===== src/rtl/clksw_pkg.sv =====
package clksw_pkg;
  localparam int SRC_W    = 3;
  localparam int NSRC     = 1 << SRC_W;
  localparam int DIV_W    = 4;
  // selection register fields
  localparam int SWEN_BIT = 0;
  localparam int NEW_LSB  = 8;
  localparam int CUR_LSB  = 12;
  // divider register fields
  localparam int BUSY_BIT = 0;
  localparam int DN_BIT   = 1;
  localparam int UP_BIT   = 2;
  localparam int STEP_LSB = 8;
  localparam int DIV_LSB  = 20;

  typedef enum logic [0:0] {SW_IDLE, SW_HOLD} sw_state_e;

  // ratio applied for a divider field
  function automatic logic [DIV_W:0] ratio_of(input logic [DIV_W-1:0] fld);
    return {1'b0, fld} + 1'b1;
  endfunction

  // one unit toward the target
  function automatic logic [DIV_W-1:0] step_toward(input logic [DIV_W-1:0] cur,
                                                   input logic [DIV_W-1:0] tgt);
    return (tgt > cur) ? cur + 1'b1 : cur - 1'b1;
  endfunction

  // is slewing enabled for the direction cur -> tgt
  function automatic logic slew_allowed(input logic [DIV_W-1:0] cur,
                                        input logic [DIV_W-1:0] tgt,
                                        input logic up_en, input logic dn_en);
    return (tgt > cur) ? up_en : dn_en;
  endfunction
endpackage


===== src/rtl/clksw_unlock.sv =====
module clksw_unlock (
  input  logic clk,
  input  logic rst_n,
  input  logic unlock_arm,
  input  logic wr_en,
  output logic armed,
  output logic wr_ok
);
  // any write attempt consumes the arm, whether or not it was armed
  always_ff @(posedge clk) begin
    if (!rst_n)          armed <= 1'b0;
    else if (wr_en)      armed <= 1'b0;
    else if (unlock_arm) armed <= 1'b1;
  end

  assign wr_ok = wr_en && armed;
endmodule


===== src/rtl/clksw_switch_fsm.sv =====
module clksw_switch_fsm
  import clksw_pkg::*;
#(
  parameter int SW_LAT = 4
) (
  input  logic             clk,
  input  logic             rst_n,
  input  logic             wr_ok,
  input  logic [SRC_W-1:0] new_in,
  input  logic             swen_in,
  input  logic [NSRC-1:0]  src_ready,
  output logic [SRC_W-1:0] cur_src,
  output logic [SRC_W-1:0] new_src,
  output logic             swen
);
  localparam int CNT_W = $clog2(SW_LAT + 1);
  localparam logic [CNT_W-1:0] LAST = CNT_W'(SW_LAT - 1);

  sw_state_e        st;
  logic [CNT_W-1:0] cnt;

  // named events
  logic tgt_ready, same_src, take_write;
  logic start_ev, quit_ev, window_end, commit_ev;

  assign tgt_ready  = src_ready[new_src];
  assign same_src   = (new_src == cur_src);
  assign take_write = wr_ok && !swen;
  assign start_ev   = (st == SW_IDLE) && swen && !same_src && tgt_ready;
  assign quit_ev    = (st == SW_IDLE) && swen && !start_ev;
  assign window_end = (st == SW_HOLD) && (cnt == LAST);
  assign commit_ev  = window_end && tgt_ready;

  always_ff @(posedge clk) begin
    if (!rst_n) begin
      st      <= SW_IDLE;
      cnt     <= '0;
      cur_src <= '0;
      new_src <= '0;
      swen    <= 1'b0;
    end else begin
      if (take_write) begin
        new_src <= new_in;
        swen    <= swen_in;
      end
      if (start_ev) begin
        st  <= SW_HOLD;
        cnt <= '0;
      end
      if (quit_ev) swen <= 1'b0;
      if (st == SW_HOLD && !window_end) cnt <= cnt + 1'b1;
      if (window_end) begin
        st   <= SW_IDLE;
        swen <= 1'b0;
      end
      if (commit_ev) cur_src <= new_src;
    end
  end
endmodule


===== src/rtl/clksw_slewer.sv =====
module clksw_slewer
  import clksw_pkg::*;
#(
  parameter int STEP_W = 8
) (
  input  logic              clk,
  input  logic              rst_n,
  input  logic              wr_ok,
  input  logic [DIV_W-1:0]  tgt_in,
  input  logic [STEP_W-1:0] step_in,
  input  logic              up_in,
  input  logic              dn_in,
  output logic [DIV_W-1:0]  tgt,
  output logic [DIV_W-1:0]  applied,
  output logic [STEP_W-1:0] step,
  output logic              up_en,
  output logic              dn_en,
  output logic              busy
);
  logic [STEP_W-1:0] tick;
  logic slew_ok, tick_done;

  assign busy      = (applied != tgt);
  assign slew_ok   = slew_allowed(applied, tgt, up_en, dn_en);
  assign tick_done = (tick == step);

  always_ff @(posedge clk) begin
    if (!rst_n) begin
      tgt     <= '0;
      applied <= '0;
      step    <= '0;
      up_en   <= 1'b0;
      dn_en   <= 1'b0;
      tick    <= '0;
    end else if (wr_ok) begin
      tgt   <= tgt_in;
      step  <= step_in;
      up_en <= up_in;
      dn_en <= dn_in;
      tick  <= '0;
    end else if (busy) begin
      if (!slew_ok) begin
        applied <= tgt;
        tick    <= '0;
      end else if (tick_done) begin
        applied <= step_toward(applied, tgt);
        tick    <= '0;
      end else begin
        tick <= tick + 1'b1;
      end
    end else begin
      tick <= '0;
    end
  end
endmodule


===== src/rtl/clksw_top.sv =====
module clksw_top
  import clksw_pkg::*;
#(
  parameter int SW_LAT = 4,
  parameter int STEP_W = 8
) (
  input  logic        clk,
  input  logic        rst_n,
  input  logic        unlock_arm,
  input  logic        wr_en,
  input  logic        wr_addr,
  input  logic [31:0] wr_data,
  input  logic [7:0]  src_ready,
  output logic [31:0] mux_rd,
  output logic [31:0] slew_rd,
  output logic [2:0]  sys_src,
  output logic [4:0]  sys_ratio
);
  logic armed, wr_ok, wr_mux, wr_slew;
  logic [SRC_W-1:0]  cur_src, new_src;
  logic              swen;
  logic [DIV_W-1:0]  tgt, applied;
  logic [STEP_W-1:0] step;
  logic              up_en, dn_en, busy;
  logic              unused_wr;

  assign unused_wr = ^wr_data;
  assign wr_mux    = wr_ok && !wr_addr;
  assign wr_slew   = wr_ok &&  wr_addr;

  clksw_unlock u_unlock (
    .clk(clk), .rst_n(rst_n), .unlock_arm(unlock_arm), .wr_en(wr_en),
    .armed(armed), .wr_ok(wr_ok)
  );

  clksw_switch_fsm #(.SW_LAT(SW_LAT)) u_fsm (
    .clk(clk), .rst_n(rst_n), .wr_ok(wr_mux),
    .new_in(wr_data[NEW_LSB +: SRC_W]), .swen_in(wr_data[SWEN_BIT]),
    .src_ready(src_ready), .cur_src(cur_src), .new_src(new_src), .swen(swen)
  );

  clksw_slewer #(.STEP_W(STEP_W)) u_slew (
    .clk(clk), .rst_n(rst_n), .wr_ok(wr_slew),
    .tgt_in(wr_data[DIV_LSB +: DIV_W]), .step_in(wr_data[STEP_LSB +: STEP_W]),
    .up_in(wr_data[UP_BIT]), .dn_in(wr_data[DN_BIT]),
    .tgt(tgt), .applied(applied), .step(step),
    .up_en(up_en), .dn_en(dn_en), .busy(busy)
  );

  always_comb begin
    mux_rd = '0;
    mux_rd[SWEN_BIT]           = swen;
    mux_rd[NEW_LSB +: SRC_W]   = new_src;
    mux_rd[CUR_LSB +: SRC_W]   = cur_src;
    slew_rd = '0;
    slew_rd[BUSY_BIT]          = busy;
    slew_rd[DN_BIT]            = dn_en;
    slew_rd[UP_BIT]            = up_en;
    slew_rd[STEP_LSB +: STEP_W] = step;
    slew_rd[DIV_LSB +: DIV_W]  = tgt;
  end

  assign sys_src   = cur_src;
  assign sys_ratio = ratio_of(applied);
endmodule


===== config.mk =====
export PLATFORM = sky130hd
export DESIGN_NAME = clksw_top
export DESIGN_NICKNAME = d
export VERILOG_FILES = /design/src/rtl/clksw_pkg.sv /design/src/rtl/clksw_unlock.sv /design/src/rtl/clksw_switch_fsm.sv /design/src/rtl/clksw_slewer.sv /design/src/rtl/clksw_top.sv
export SDC_FILE = /design/constraint.sdc
export NUM_CORES = 1
export LEC_CHECK = 0
export ABC_AREA = 1
export BUFFER_PORTS_ARGS = -buffer_cell sky130_fd_sc_hd__buf_2
export CAP_MARGIN = 5
export CORE_UTILIZATION = 45
export DETAILED_ROUTE_END_ITERATION = 12
export GPL_ROUTABILITY_DRIVEN = 0
export MAX_ROUTING_LAYER = met4
export PLACE_DENSITY = 0.79
export SLEW_MARGIN = 20
export SYNTH_ARGS = -nofsm -noshare
export SYNTH_HDL_FRONTEND = slang
export SYNTH_SLANG_ARGS = --single-unit

===== constraint.sdc =====
create_clock -name clk -period 5.5 [get_ports clk]
set_input_delay 0.825 -clock clk [delete_from_list [all_inputs] [get_ports clk]]
set_output_delay 0.825 -clock clk [all_outputs]
set_load 0.03 [all_outputs]

==> impl_metrics.json <==
{
  "max_freq_ghz": 0.415,
  "layout-drive-gt1-share": 0.220,
  "rows": 26,
  "cts_buffers": 5,
  "powerDensity_nw_per_um2": 335,
  "irDropWorstVdd_mv": 0.147,
  "rr_worst_depth": 16,
  "area_delta_synth_final_pct": 8.51,
  "cp_max_fo": 5,
  "postCtsSetupBuffers": 0,
  "rrSetupSlack_ns": 3.13,
  "synthesis.area_um2": 2450,
  "comb_power_share": 0.456,
  "syn-instance-count": 330,
  "critPathSlowestCell": "dfxtp_1",
  "antenna_left": 0,
  "synth_top_area_share": 0.310,
  "cp.required_ns": 4.68,
  "netlist_top_cells_count": "buf_4 (49), nand2_1 (49), dfxtp_1 (38)",
  "async_flop_share": 0,
  "hold_depth": 1,
  "fin_setup_tns_ns": 0,
  "maxCapViolations": 0,
  "synth_area_leaders": "dfxtp_1 (31%), buf_4 (15%), nand2_1 (7.5%)",
  "core-area_um2": 5170,
  "drc_errors": 0,
  "port_buffers": 57,
  "post-route-period-util": 0.438,
  "antenna_found_initial": 0,
  "cts_tree": "yes",
  "grt_pass1_vias": 1876,
  "grt_max_degree": 30,
  "holdBufCountCts": 0,
  "crit_arrival_ns": 1.58,
  "swShare": 0.437,
  "ys_ff_latch": 38,
  "fill_cells": 538,
  "critical_path.endpoint_type": "output port",
  "clk_latency_ns": 0.29,
  "hpwlAfterDp_um": 3540,
  "r2r-end": "u_slew.applied[3]",
  "hp-start": "u_fsm.cnt[0]",
  "globalRouteMet3Util": 0.0463,
  "crit_buf_inv": 3,
  "status": "complete, no violations",
  "critPathLaunchType": "register",
  "synth_cell_types": 31,
  "finalMaxSlewViolations": 0,
  "path_class": "reg -> out",
  "path_clk_slew_ns": 0.08,
  "cts_root_buffer": "clkbuf_8",
  "synth_edf_count": 0,
  "grt-busiest-layer": "met2",
  "finish.net_count": 437,
  "p_leak_uw": 0.00130,
  "start_util": 0.475,
  "ys_warn_count": 0,
  "hp-class": "reg -> reg",
  "ys_seq_area_frac": 0.310,
  "hold_viol_final": 0,
  "power.clock.fraction": 0.199,
  "fp.dieArea_um2": 5750,
  "total_power_uw": 893,
  "firstDrtPassIters": 5,
  "setup_viol": 0,
  "rsz0062_at_grt": "no",
  "cts.path.max_buffers": 2,
  "cts_resized": 0,
  "rr_startpoint": "u_slew.applied[1]",
  "p_int_uw": 503,
  "cts-htree-levels": 2,
  "avgSynthCellArea_um2": 7.44,
  "use_met1": 0.194,
  "cp_slowest_stage_delay_ns": 0.41,
  "period_needed_ns": 2.41,
  "grt_pass1_wl_um": 7710,
  "crit_chain": "inv_1 -> ha_1 -> nand2_1 -> clkinv_1 -> nand3_2 -> buf_2",
  "yosys.area.top_type": "dfxtp_1",
  "die_y_um": 75.9,
  "num_antenna_cells": 0,
  "wirelength_um": 4640,
  "first_iter_violations": 78,
  "switching_power_uw": 390,
  "cts_num_sinks": 38,
  "gr-usage-met2": 0.321,
  "ioPinCount": 117,
  "clock_skew_ns": 0.00835,
  "die_w_um": 75.9,
  "grtUsageTotal": 0.179,
  "whs_endpoint": "u_fsm.cnt[0]",
  "via_per_inst": 4.62,
  "seqPwrFrac": 0.345,
  "cp_top_family": "flip-flops",
  "post_drt_wl_per_cell_um": 10.3,
  "ys.flop_type": "dfxtp_1",
  "route.vias.total": 2083,
  "grt_overflow_total": 0
}
[state kept, by name, summed over array words and instances (netlist names)]
name and flops:
u_fsm.cnt 3, u_fsm.cur_src 3, u_fsm.new_src 3, u_fsm.st 1
u_fsm.swen 1, u_slew.applied 4, u_slew.dn_en 1, u_slew.step 8
u_slew.tgt 4, u_slew.tick 8, u_slew.up_en 1, u_unlock.armed 1
[final cells by class]
type | count | area [um2] | share of cell area
clock buffers | 7 | 76.3 | 0.0287
inverters | 35 | 131 | 0.0493
multi-input cells | 243 | 1320 | 0.494
flip-flops and latches | 38 | 761 | 0.286
well taps | 70 | 87.6 | 0.0329
repair buffers | 58 | 293 | 0.110
[cell families (layout without fill, tap and decap cells)]
family,count (synthesis),in the layout,share of synthesized area
and+or+nand+nor,123,123,0.249
other,1,42,0.00153
AOI/OAI and AO/OA,50,50,0.103
DFF,38,38,0.310
buffers and inverters,90,100,0.217
xor gates and xnor gates,17,17,0.0607
adders and majority gates,11,11,0.0591
[cells in the final DEF (no fill, tap or decap), drive strengths merged]
master / Yosys / final
nand3: 23 / 23
a21oi: 27 / 27
inv: 34 / 34
and2: 1 / 1
clkinv: 1 / 1
conb: 1 / 42
nand2: 59 / 59
a21boi: 1 / 1
or2: 1 / 1
nor2: 33 / 33
o21ai: 22 / 22
nor3: 2 / 2
clkbuf: 2 / 7
nand4: 3 / 3
ha: 10 / 10
fa: 1 / 1
dfxtp: 38 / 38
xor2: 7 / 7
nand3b: 1 / 1
buf: 53 / 58
xnor2: 10 / 10
[metal layers]
layer | vias to the layer above | wire [um]
met5 | - | 0
met4 | 0 | 55
met3 | 6 | 295
met2 | 87 | 2210
met1 | 929 | 2080
li1 | 1061 | -
[how the worst max path moves through the flow]
stage | start | end | slack, ns | depth (start not counted)
after floorplan | u_slew.tgt[3] | u_slew.applied[3] | 3.30 | 14
after global placement | u_slew.applied[1] | u_slew.applied[3] | 3.23 | 16
after detailed placement | u_slew.applied[1] | u_slew.applied[3] | 3.13 | 16
after CTS | u_slew.applied[2] | slew_rd[0] | 3.06 | 6
after global routing | u_slew.applied[1] | u_slew.applied[3] | 2.89 | 16
final | u_slew.applied[2] | slew_rd[0] | 3.09 | 6
[power by group through the flow]
stage | combinational [uW] | clock, uW | sequential (uW)
3_3_place_gp | 392 | 0 | 314
6_report | 407 | 178 | 308
5_1_grt | 457 | 197 | 310
3_5_place_dp | 407 | 0 | 314
2_1_floorplan | 355 | 0 | 316
4_1_cts | 410 | 189 | 308
[per-stage QoR]
stage / area (um2) / cells / hold WS [ns] / utilization / setup WS, ns
6_report: 2660 / 451 / 0.463 / 0.515 / 3.09
5_1_grt: 2660 / 451 / 0.492 / 0.515 / 2.89
4_1_cts: 2660 / 451 / 0.466 / 0.515 / 3.06
3_5_place_dp: 2590 / 444 / 0.458 / 0.500 / 3.13
3_3_place_gp: 2590 / 444 / 0.448 / 0.500 / 3.23
2_1_floorplan: 2610 / 371 / 0.429 / - / 3.30
No activity file was read; power rests on OpenSTA's default activity.
